## config.mk

```make
export PLATFORM = sky130hd
export DESIGN_NAME = vcvt_group
export DESIGN_NICKNAME = d
export VERILOG_FILES = /design/src/rtl/vcvt_pkg.sv /design/src/rtl/lzc.sv /design/src/rtl/int2fp_lane.sv /design/src/rtl/vcvt_group.sv
export SDC_FILE = /design/constraint.sdc
export NUM_CORES = 1
export LEC_CHECK = 0
export ABC_AREA = 0
export BUFFER_PORTS_ARGS = -buffer_cell sky130_fd_sc_hd__buf_2
export CAP_MARGIN = 10
export CORE_MARGIN = 1
export CORE_UTILIZATION = 50
export CTS_BUF_LIST = sky130_fd_sc_hd__clkbuf_8 sky130_fd_sc_hd__clkbuf_16
export DETAILED_ROUTE_END_ITERATION = 8
export GPL_TIMING_DRIVEN = 0
export PLACE_DENSITY = 0.65
export SLEW_MARGIN = 30
export SYNTH_ARGS = -nofsm -noshare
export SYNTH_HDL_FRONTEND = slang
export SYNTH_HIERARCHICAL = 1
export SYNTH_SLANG_ARGS = --single-unit
export TNS_END_PERCENT = 10
```

## constraint.sdc

```tcl
create_clock -name clk -period 12.6 [get_ports clk]
set_clock_uncertainty 0.05 [all_clocks]
set_input_delay 0.63 -clock clk [delete_from_list [all_inputs] [get_ports clk]]
set_output_delay 0.63 -clock clk [all_outputs]
set_load 0.01 [all_outputs]
```

## src/rtl/vcvt_pkg.sv

```systemverilog
package vcvt_pkg;

    localparam int LANE_W   = 32;
    localparam int EXP_TOP  = 158;   // bias 127 + 31

    typedef enum logic [1:0] {
        RM_NEAREST = 2'b00,
        RM_UP      = 2'b01,
        RM_DOWN    = 2'b10,
        RM_ZERO    = 2'b11
    } rmode_e;

    typedef enum logic [1:0] {
        ST_IDLE  = 2'b00,
        ST_READ  = 2'b01,
        ST_WRITE = 2'b10
    } state_e;

    typedef struct packed {
        logic        sign;
        logic [7:0]  exp;
        logic [22:0] frac;
    } sp_t;

    function automatic logic round_up(rmode_e rm, logic sign, logic lsb,
                                      logic guard, logic sticky);
        logic lost;
        lost = guard | sticky;
        case (rm)
            RM_NEAREST: round_up = guard & (sticky | lsb);
            RM_UP:      round_up = ~sign & lost;
            RM_DOWN:    round_up = sign & lost;
            default:    round_up = 1'b0;
        endcase
    endfunction

endpackage

```

## src/rtl/lzc.sv

```systemverilog
module lzc #(
    parameter int W  = 32,
    localparam int CW = $clog2(W) + 1
) (
    input  logic [W-1:0]  v,
    output logic [CW-1:0] cnt
);
    always_comb begin
        cnt = CW'(W);
        for (int i = 0; i < W; i++) begin
            if (v[i]) cnt = CW'(W - 1 - i);
        end
    end
endmodule

```

## src/rtl/int2fp_lane.sv

```systemverilog
module int2fp_lane
    import vcvt_pkg::*;
(
    input  logic [LANE_W-1:0] din,
    input  rmode_e            rm,
    output sp_t               dout,
    output logic              inexact
);
    logic [31:0] mag;
    logic [31:0] norm;
    logic [5:0]  lz;
    logic [7:0]  exp_raw;
    logic        guard, sticky, up;
    logic [30:0] sum;

    assign mag = din[31] ? (~din + 32'd1) : din;

    lzc #(.W(32)) u_lzc (.v(mag), .cnt(lz));

    always_comb begin
        norm    = mag << lz[4:0];
        guard   = norm[7];
        sticky  = |norm[6:0];
        exp_raw = 8'(EXP_TOP) - {2'b00, lz};
        up      = round_up(rm, din[31], norm[8], guard, sticky);
        sum     = {exp_raw, norm[30:8]} + 31'(up);
        if (mag == 32'd0) begin
            dout    = '0;
            inexact = 1'b0;
        end else begin
            dout    = {din[31], sum};
            inexact = guard | sticky;
        end
    end
endmodule

```

## src/rtl/vcvt_group.sv

```systemverilog
module vcvt_group
    import vcvt_pkg::*;
#(
    parameter int VL    = 128,
    parameter int NREGS = 32,
    localparam int LANES = VL / LANE_W,
    localparam int AW    = $clog2(NREGS),
    localparam int GW    = AW - 1,
    localparam int MAXG  = 4
) (
    input  logic          clk,
    input  logic          rst,
    input  logic          start,
    input  logic          mode4,
    input  logic [GW-1:0] src_grp,
    input  logic [GW-1:0] dst_grp,
    input  logic [1:0]    rmode,
    output logic          busy,
    output logic          done,
    output logic          inexact,
    output logic [AW-1:0] rf_raddr,
    input  logic [VL-1:0] rf_rdata,
    output logic          rf_we,
    output logic [AW-1:0] rf_waddr,
    output logic [VL-1:0] rf_wdata
);
    state_e        state;
    logic [1:0]    step, last;
    logic [AW-1:0] src_base, dst_base;
    rmode_e        rm_q;
    logic          inexact_q, done_q;
    logic [VL-1:0] res_buf [MAXG];
    logic [VL-1:0] conv;
    logic [LANES-1:0] lane_inx;

    for (genvar g = 0; g < LANES; g++) begin : g_lane
        sp_t lane_out;
        int2fp_lane u_cvt (
            .din     (rf_rdata[g*LANE_W +: LANE_W]),
            .rm      (rm_q),
            .dout    (lane_out),
            .inexact (lane_inx[g])
        );
        assign conv[g*LANE_W +: LANE_W] = lane_out;
    end

    assign busy     = (state != ST_IDLE);
    assign done     = done_q;
    assign inexact  = inexact_q;
    assign rf_raddr = src_base + AW'(step);
    assign rf_waddr = dst_base + AW'(step);
    assign rf_we    = (state == ST_WRITE);
    assign rf_wdata = res_buf[step];

    always_ff @(posedge clk) begin
        if (rst) begin
            state     <= ST_IDLE;
            step      <= '0;
            last      <= '0;
            src_base  <= '0;
            dst_base  <= '0;
            rm_q      <= RM_NEAREST;
            inexact_q <= 1'b0;
            done_q    <= 1'b0;
        end else begin
            done_q <= 1'b0;
            case (state)
                ST_IDLE: begin
                    if (start) begin
                        src_base  <= mode4 ? {src_grp[GW-2:0], 2'b00} : {src_grp, 1'b0};
                        dst_base  <= mode4 ? {dst_grp[GW-2:0], 2'b00} : {dst_grp, 1'b0};
                        last      <= mode4 ? 2'd3 : 2'd1;
                        rm_q      <= rmode_e'(rmode);
                        step      <= '0;
                        inexact_q <= 1'b0;
                        state     <= ST_READ;
                    end
                end
                ST_READ: begin
                    res_buf[step] <= conv;
                    inexact_q     <= inexact_q | (|lane_inx);
                    if (step == last) begin
                        step  <= '0;
                        state <= ST_WRITE;
                    end else begin
                        step <= step + 2'd1;
                    end
                end
                ST_WRITE: begin
                    if (step == last) begin
                        step   <= '0;
                        state  <= ST_IDLE;
                        done_q <= 1'b1;
                    end else begin
                        step <= step + 2'd1;
                    end
                end
                default: state <= ST_IDLE;
            endcase
        end
    end
endmodule

```

==> flow_metrics.tcl, run 1 <==
set metrics [dict create \
    ys_seq_area_share_pct 37.65 \
    syn-num-nets 4480 \
    swShare_pct 37.98 \
    cp-end-kind "flip-flop" \
    start_util_pct 50.78 \
    die_area_sq_um 84960 \
    clk_path_buf_depth 3 \
    avgSynthCellArea_sq_um 9.758 \
    synth-seq-cells 532 \
    crit_top_cell "clkbuf_1" \
    hold_path_class "in2reg" \
    gp_congestion 1.006 \
    relSlewSlack_pct 27.56 \
    tightest_slew_ns 1.079 \
    dp_hpwl_mm 120.3 \
    place_inst 5613 \
    arrival_ns 10.86 \
    cts_root_buffer "clkbuf_16" \
    finalWirelength_mm 158.5 \
    drt_iter0_markers 5154 \
    drive_above_1_share_pct 16.73 \
    io_buffer_count 233 \
    slew_violations 0 \
    row_count 105 \
    first_global_vias 36930 \
    post_cts_buffers 0 \
    vias_per_cell 7.079 \
    grt_start_max_net_pins 44 \
    path_class "in2reg" \
    critPathMaxStageDelay_ns 0.58 \
    drv_cap 0 \
    p_per_area_nw_per_um2 130.9 \
    dr.pass1.iters 8 \
    status "complete, no violations" \
    tns_ns 0 \
    sequentialPowerShare_pct 35.8 \
    fin_crit_ns 10.60 \
    syn_inst 4294 \
    drtAntennaViolNets 0 \
    max_freq_mhz 94.31 \
    path_max_fanout 10 \
    cts_resized 0 \
    vias 40410 \
    stdcell_count 5709 \
    drc_errors 0 \
    syn_to_final_growth_pct 10.94 \
    hold_slack_ns 0.2997 \
    track_usage_pct 35.80 \
    path_clk_slew_ns 0.06 \
    p_comb_share_pct 39.1 \
    switchingPower_uw 2312 \
    cts_sinks 532 \
    finalHoldViolCount 0 \
    dieHeight_um 291.5 \
    io_pins 284 \
    cts_hold_repair.buffers 0 \
    cts_tree "yes" \
    p_leak_uw 0.01552 \
    synthFlopType "edfxtp_1" \
    grt_pass1_wl_mm 235.1 \
    die_x_um 291.5 \
    required_ns 12.86 \
    routedWlPerCell_um 27.77 \
    ys.warnings.count 6 \
    nNetsFinal 4785 \
    irDropWorstVdd_v 0.0001286 \
    htree_num_levels 2 \
    synth.distinct_cells 97 \
    numCtsBuffers 53 \
    synth_area_sq_um 41900 \
    worst_path_max_delay_cell "o211ai_1" \
    overflow 0 \
    antenna_found_initial 5 \
    clkPwrFrac_pct 25.1 \
    p_int_uw 3775 \
    async_flop_share_pct 0 \
    synth_edf_count 512 \
    start_kind "primary input" \
    finalSetupViolations 0 \
    nFillCells 7516 \
    coreArea_sq_um 82500 \
    min_period_over_period_pct 84.15 \
    rsz0062_at_grt "false" \
    clock_latency_ns 0.62 \
]
routing by layer:
| metal | routed length, um | global-route usage, % | part of all wire (%) |
|---|---|---|---|
| met1 | 66470 | 51.61 | 42 |
| met2 | 69400 | 54.29 | 44 |
| met3 | 16750 | 6.322 | 11 |
| met4 | 5872 | 11.84 | 3.7 |
| met5 | 41 | 0 | 0.026 |
cell type report:
class	count	area [sq um]	area share, %
Tap cell	1070	1339	2.880
Clock buffer	55	1376	2.961
Inverter	137	514.2	1.106
Multi-Input combinational cell	3298	24110	51.86
Timing Repair Buffer	250	1484	3.192
Sequential cell	532	15780	33.94
Antenna cell	1	2.502	0.005383
Buffer	327	1609	3.461
Clock inverter	39	279.0	0.6002
critical path: cells and delay by family:
| kind | cells | cell delay (ns) |
|---|---|---|
| xor+xnor | 1 | 0.49 |
| simple gates | 7 | 2.42 |
| compound gates | 12 | 3.59 |
| buf+inv | 10 | 3.22 |
| fa+ha+maj | 2 | 0.49 |
power by group through the flow:
stage	Sequential, uW	Clock [uW]	Combinational (uW)
after floorplan	2210	0	1510
after global placement	2230	0	2280
after detailed placement	2220	0	2300
after CTS	2180	1550	2310
after global routing	2190	1610	2500
final	2180	1520	2380
stage by stage:
stage                     setup slack, ns  power, uW  area [sq um]  util (%)
after global routing                1.767       6302         46480     56.34
after detailed placement            1.707       4515         44800     54.30
after global placement              1.614       4514         44400     53.82
after CTS                           2.303       6035         46460     56.31
after floorplan                     5.434       3725         41900         -
final                               1.997       6086         46480     56.34
placed cells by master, fill, tap and decap left out, types with 123 or more instances in the layout:
master    instances
mux4_2          132
o21ai_0         146
nor2_1          324
nand3_1         181
inv_1           140
edfxtp_1        512
nand2_1         393
xnor2_1         123
nor3_1          160
a21oi_1         156
buf_2           331
clkbuf_1        166
final timing paths:
kind | from | to | slack, ns | cells after the start
worst max-delay path | rf_rdata[0] | res_buf[2][24] | 2.00 | 32
worst max register to register | rm_q[0] | res_buf[2][24] | 7.76 | 15
worst min register to register | dst_base[1] | dst_base[1] | 0.40 | 2
worst min-delay path | dst_grp[0] | dst_base[1] | 0.30 | 3
sequential cells by signal (all words and copies together) (netlist names), named ones only:
name / cells
done: 1
dst_base: 4
inexact: 1
last: 2
res_buf: 512
rm_q: 2
src_base: 4
state: 2
step: 2
Yosys cell counts, drive strengths merged, types with 70 or more instances:
master / instances / area [sq um]
a211oi: 87 / 693.2
a21oi: 156 / 780.8
buf: 160 / 980.9
clkbuf: 167 / 626.9
edfxtp: 512 / 15370
inv: 129 / 484.2
mux2i: 70 / 700.7
mux4: 132 / 2973
nand2: 397 / 1500
nand3: 185 / 975.9
nand4: 129 / 857.1
nor2: 324 / 1216
nor3: 168 / 905.9
nor4: 104 / 950.9
o211ai: 77 / 578.1
o21ai: 170 / 865.8
xnor2: 132 / 1186
cells by family after synthesis:
kind of cell / synth area share, %
XOR/XNOR: 4.169
adder cells (fa/ha/maj): 1.314
multiplexers: 9.735
flip-flops: 37.65
buffers and inverters: 5.065
AND/OR/NAND/NOR: 22.24
AO/OA/AOI/OAI: 19.83
(Power assumes the default switching activity.)
==> inputs of run 2 (changes only) <==
--- a/config.mk
+++ b/config.mk
@@ -5,7 +5,7 @@
 export SDC_FILE = /design/constraint.sdc
 export NUM_CORES = 1
 export LEC_CHECK = 0
-export ABC_AREA = 0
+export ABC_AREA = 1
 export BUFFER_PORTS_ARGS = -buffer_cell sky130_fd_sc_hd__buf_2
 export CAP_MARGIN = 10
 export CORE_MARGIN = 1
@@ -13,7 +13,7 @@
 export CTS_BUF_LIST = sky130_fd_sc_hd__clkbuf_8 sky130_fd_sc_hd__clkbuf_16
 export DETAILED_ROUTE_END_ITERATION = 8
 export GPL_TIMING_DRIVEN = 0
-export PLACE_DENSITY = 0.65
+export PLACE_DENSITY = 0.68
 export SLEW_MARGIN = 30
 export SYNTH_ARGS = -nofsm -noshare
 export SYNTH_HDL_FRONTEND = slang
==> constraint.sdc (replaced) <==
create_clock -name clk -period 9.1 [get_ports clk]
set_clock_uncertainty 0.05 [all_clocks]
set_input_delay 0.455 -clock clk [delete_from_list [all_inputs] [get_ports clk]]
set_output_delay 0.455 -clock clk [all_outputs]
set_load 0.01 [all_outputs]
==> flow_metrics.tcl, run 2 <==
set metrics [dict create \
    status "complete, no violations" \
    grt_pass1_wl_mm 189.5 \
    antenna_cells 0 \
    drv_cap 0 \
    max_freq_mhz 156.0 \
    finalWirelength_mm 120.8 \
    finalHoldViolCount 0 \
    crit_top_cell "nand2_1" \
    final_cell_mix "nand2_1 (1200), nand3_1 (968), nor2_1 (592), inv_1 (569), edfxtp_1 (512)" \
    fin_ws_ns 2.688 \
    gp_congestion 0.9699 \
    die_area_sq_um 80460 \
    dp_hpwl_mm 94.21 \
    drc_errors 0 \
    relSlewSlack_pct 35.36 \
    min-delay-start "dst_grp[0]" \
    track_usage_pct 29.26 \
    place_area_sq_um 43240 \
    start_util_pct 50.87 \
    p_per_area_nw_per_um2 165.7 \
    antenna_found_initial 3 \
    drive_above_1_share_pct 16.89 \
    largest_register "res_buf" \
    synth-simple-area-share_pct 38.64 \
    reg2reg_setup_slack_ns 5.56 \
    drt_iter0_markers 3381 \
    cts_hold_repair.buffers 0 \
    netlist.top_cell.by_area "edfxtp_1" \
    ys.warnings.count 6 \
    cts_resized 0 \
    synth_compound_area_share_pct 9.060 \
    synth_top_area_share_pct 38.76 \
    hold_path_depth 3 \
    synth_top_family_by_area "simple AND/OR/NAND/NOR gates" \
    critPathMaxStageDelay_ns 0.49 \
    io_buffer_count 278 \
    synth_edf_count 512 \
    post_cts_buffers 0 \
    place_inst 6727 \
    synth.distinct_cells 50 \
    drtAntennaViolNets 0 \
    synth_fa_ha_area_share_pct 1.388 \
    hold_slack_ns 0.06993 \
    htree_num_levels 2 \
    syn_to_final_growth_pct 13.35 \
    slew_violations 0 \
    cts_root_buffer "clkbuf_16" \
    synthTopCellsByArea "edfxtp_1 (39%), nand3_1 (12%), nand2_1 (11%)" \
    min_period_over_period_pct 70.46 \
    worst_path_max_delay_cell "o41ai_1" \
    synth_common_cells "nand2_1 (1200), nand3_1 (968), nor2_1 (596)" \
    grt_start_max_net_pins 22 \
    coreArea_sq_um 77980 \
    stdcell_count 6824 \
    cp-end-kind "flip-flop" \
    start_kind "primary input" \
    clk_path_buf_depth 3 \
    fin_crit_ns 6.412 \
    irDropWorstVdd_v 0.0001815 \
    mostFrequentLayoutCell "nand2_1" \
    syn_inst 5377 \
    fin_area_sq_um 44960 \
    synthXorXnorAreaFrac_pct 2.031 \
    first_global_vias 35120 \
    rr_worst_depth 15 \
    ys_seq_area_share_pct 39.77 \
    cts_tree "yes" \
    synth-seq-cells 532 \
    synth_mux_area_share_pct 0 \
    avgSynthCellArea_sq_um 7.377 \
    die_x_um 283.7 \
    row_count 102 \
    path_clk_slew_ns 0.06 \
    tightest_slew_ns 0.9683 \
    syn-num-nets 5563 \
    p_leak_uw 0.01990 \
    rsz0062_at_grt "false" \
    finalSetupViolations 0 \
    dr.pass1.iters 6 \
    nNetsFinal 5928 \
    largest_reg_flops 512 \
    dieHeight_um 283.7 \
    io_pins 284 \
    required_ns 9.45 \
    routedWlPerCell_um 17.70 \
    yosysMostFrequentCell "nand2_1" \
    synthFlopType "edfxtp_1" \
    cts_sinks 532 \
    async_flop_share_pct 0 \
    clock_latency_ns 0.61 \
    top_regs "res_buf x512, dst_base x4, src_base x4" \
    overflow 0 \
    rr_startpoint "rm_q[1]" \
    path_max_fanout 10 \
    numCtsBuffers 53 \
    vias_per_cell 5.555 \
    vias 37910 \
    regToRegEndpoint "res_buf[2][58]" \
    arrival_ns 6.76 \
    path_class "in2reg" \
    hold_path_class "in2reg" \
    min_to "dst_base[1]" \
    dp_slack_ns 2.200 \
    synth_area_sq_um 39660 \
]
## run 2: changes by cell type in the layout (fill, tap and decap cells not counted), moves of 93 or more
| cell | before | now |
|---|---|---|
| nor2_2 | 0 | 94 |
| o21ai_1 | 20 | 142 |
| nand2_1 | 393 | 1200 |
| mux4_2 | 132 | 0 |
| inv_1 | 140 | 569 |
| nand3_1 | 181 | 968 |
| xnor2_1 | 123 | 30 |
| nand2_2 | 4 | 124 |
| a21oi_1 | 156 | 49 |
| nor2_1 | 324 | 592 |
| nor3_1 | 160 | 57 |
## run 2: cell type report
type	instances	area, sq um
clock inverter	40	321.6
fill	7394	33020
buffer	240	1333
clock buffer	57	1404
timing repair buffer	310	2220
sequential	532	15780
inverter	607	2281
tap	1040	1301
multi-input combinational	3998	20330
## run 2: how the worst max path moves through the flow
stage	from	end	slack (ns)	depth (start not counted)
global route	rf_rdata[64]	res_buf[3][91]	1.96	56
finish	rf_rdata[64]	res_buf[1][90]	2.69	56
global placement	rst	res_buf[3][82]	-2.19	4
CTS	rf_rdata[64]	res_buf[1][90]	2.84	56
floorplan	rst	res_buf[0][0]	2.19	4
detailed placement	rf_rdata[64]	res_buf[2][90]	2.20	56
## run 2: kinds of logic (layout without fill, tap and decap cells)
kind of cell | Yosys count | after routing
AO/OA/AOI/OAI | 588 | 588
XOR/XNOR | 92 | 92
adder cells (fa/ha/maj) | 44 | 44
buffers and inverters | 847 | 1254
flip-flops | 532 | 532
AND/OR/NAND/NOR | 3274 | 3274
## run 2: critical path, delay by kind of cell
family | cells | cell delay [ns]
simple gates | 41 | 3.39
fa+ha+maj | 2 | 0.43
compound gates | 5 | 1.25
buf+inv | 8 | 1.18
## run 2: power breakdown
part	internal [uW]	switching (uW)	leakage, uW	total (uW)
Clock	1230	934	0.000880	2160
Combinational	731	1660	0.0143	2390
Sequential	2870	26.2	0.00476	2900
Total	4830	2620	0.0199	7450
## run 2: per-stage QoR
| stage | total power [uW] | setup TNS, ns | util (%) |
|---|---|---|---|
| global route | 7841 | 0 | 57.66 |
| finish | 7448 | 0 | 57.66 |
| global placement | 5267 | -1056.90 | 54.32 |
| detailed placement | 5301 | 0 | 55.45 |
| CTS | 7452 | 0 | 57.66 |
| floorplan | 4584 | 0 | - |
## run 2: routing by layer
layer | wire [um] | global-route usage, % | vias up
li1 | - | - | 18790
met1 | 55060 | 41.81 | 17670
met2 | 53880 | 46.27 | 1308
met3 | 9077 | 4.574 | 136
met4 | 2775 | 7.216 | 0
met5 | 0 | 0 | -
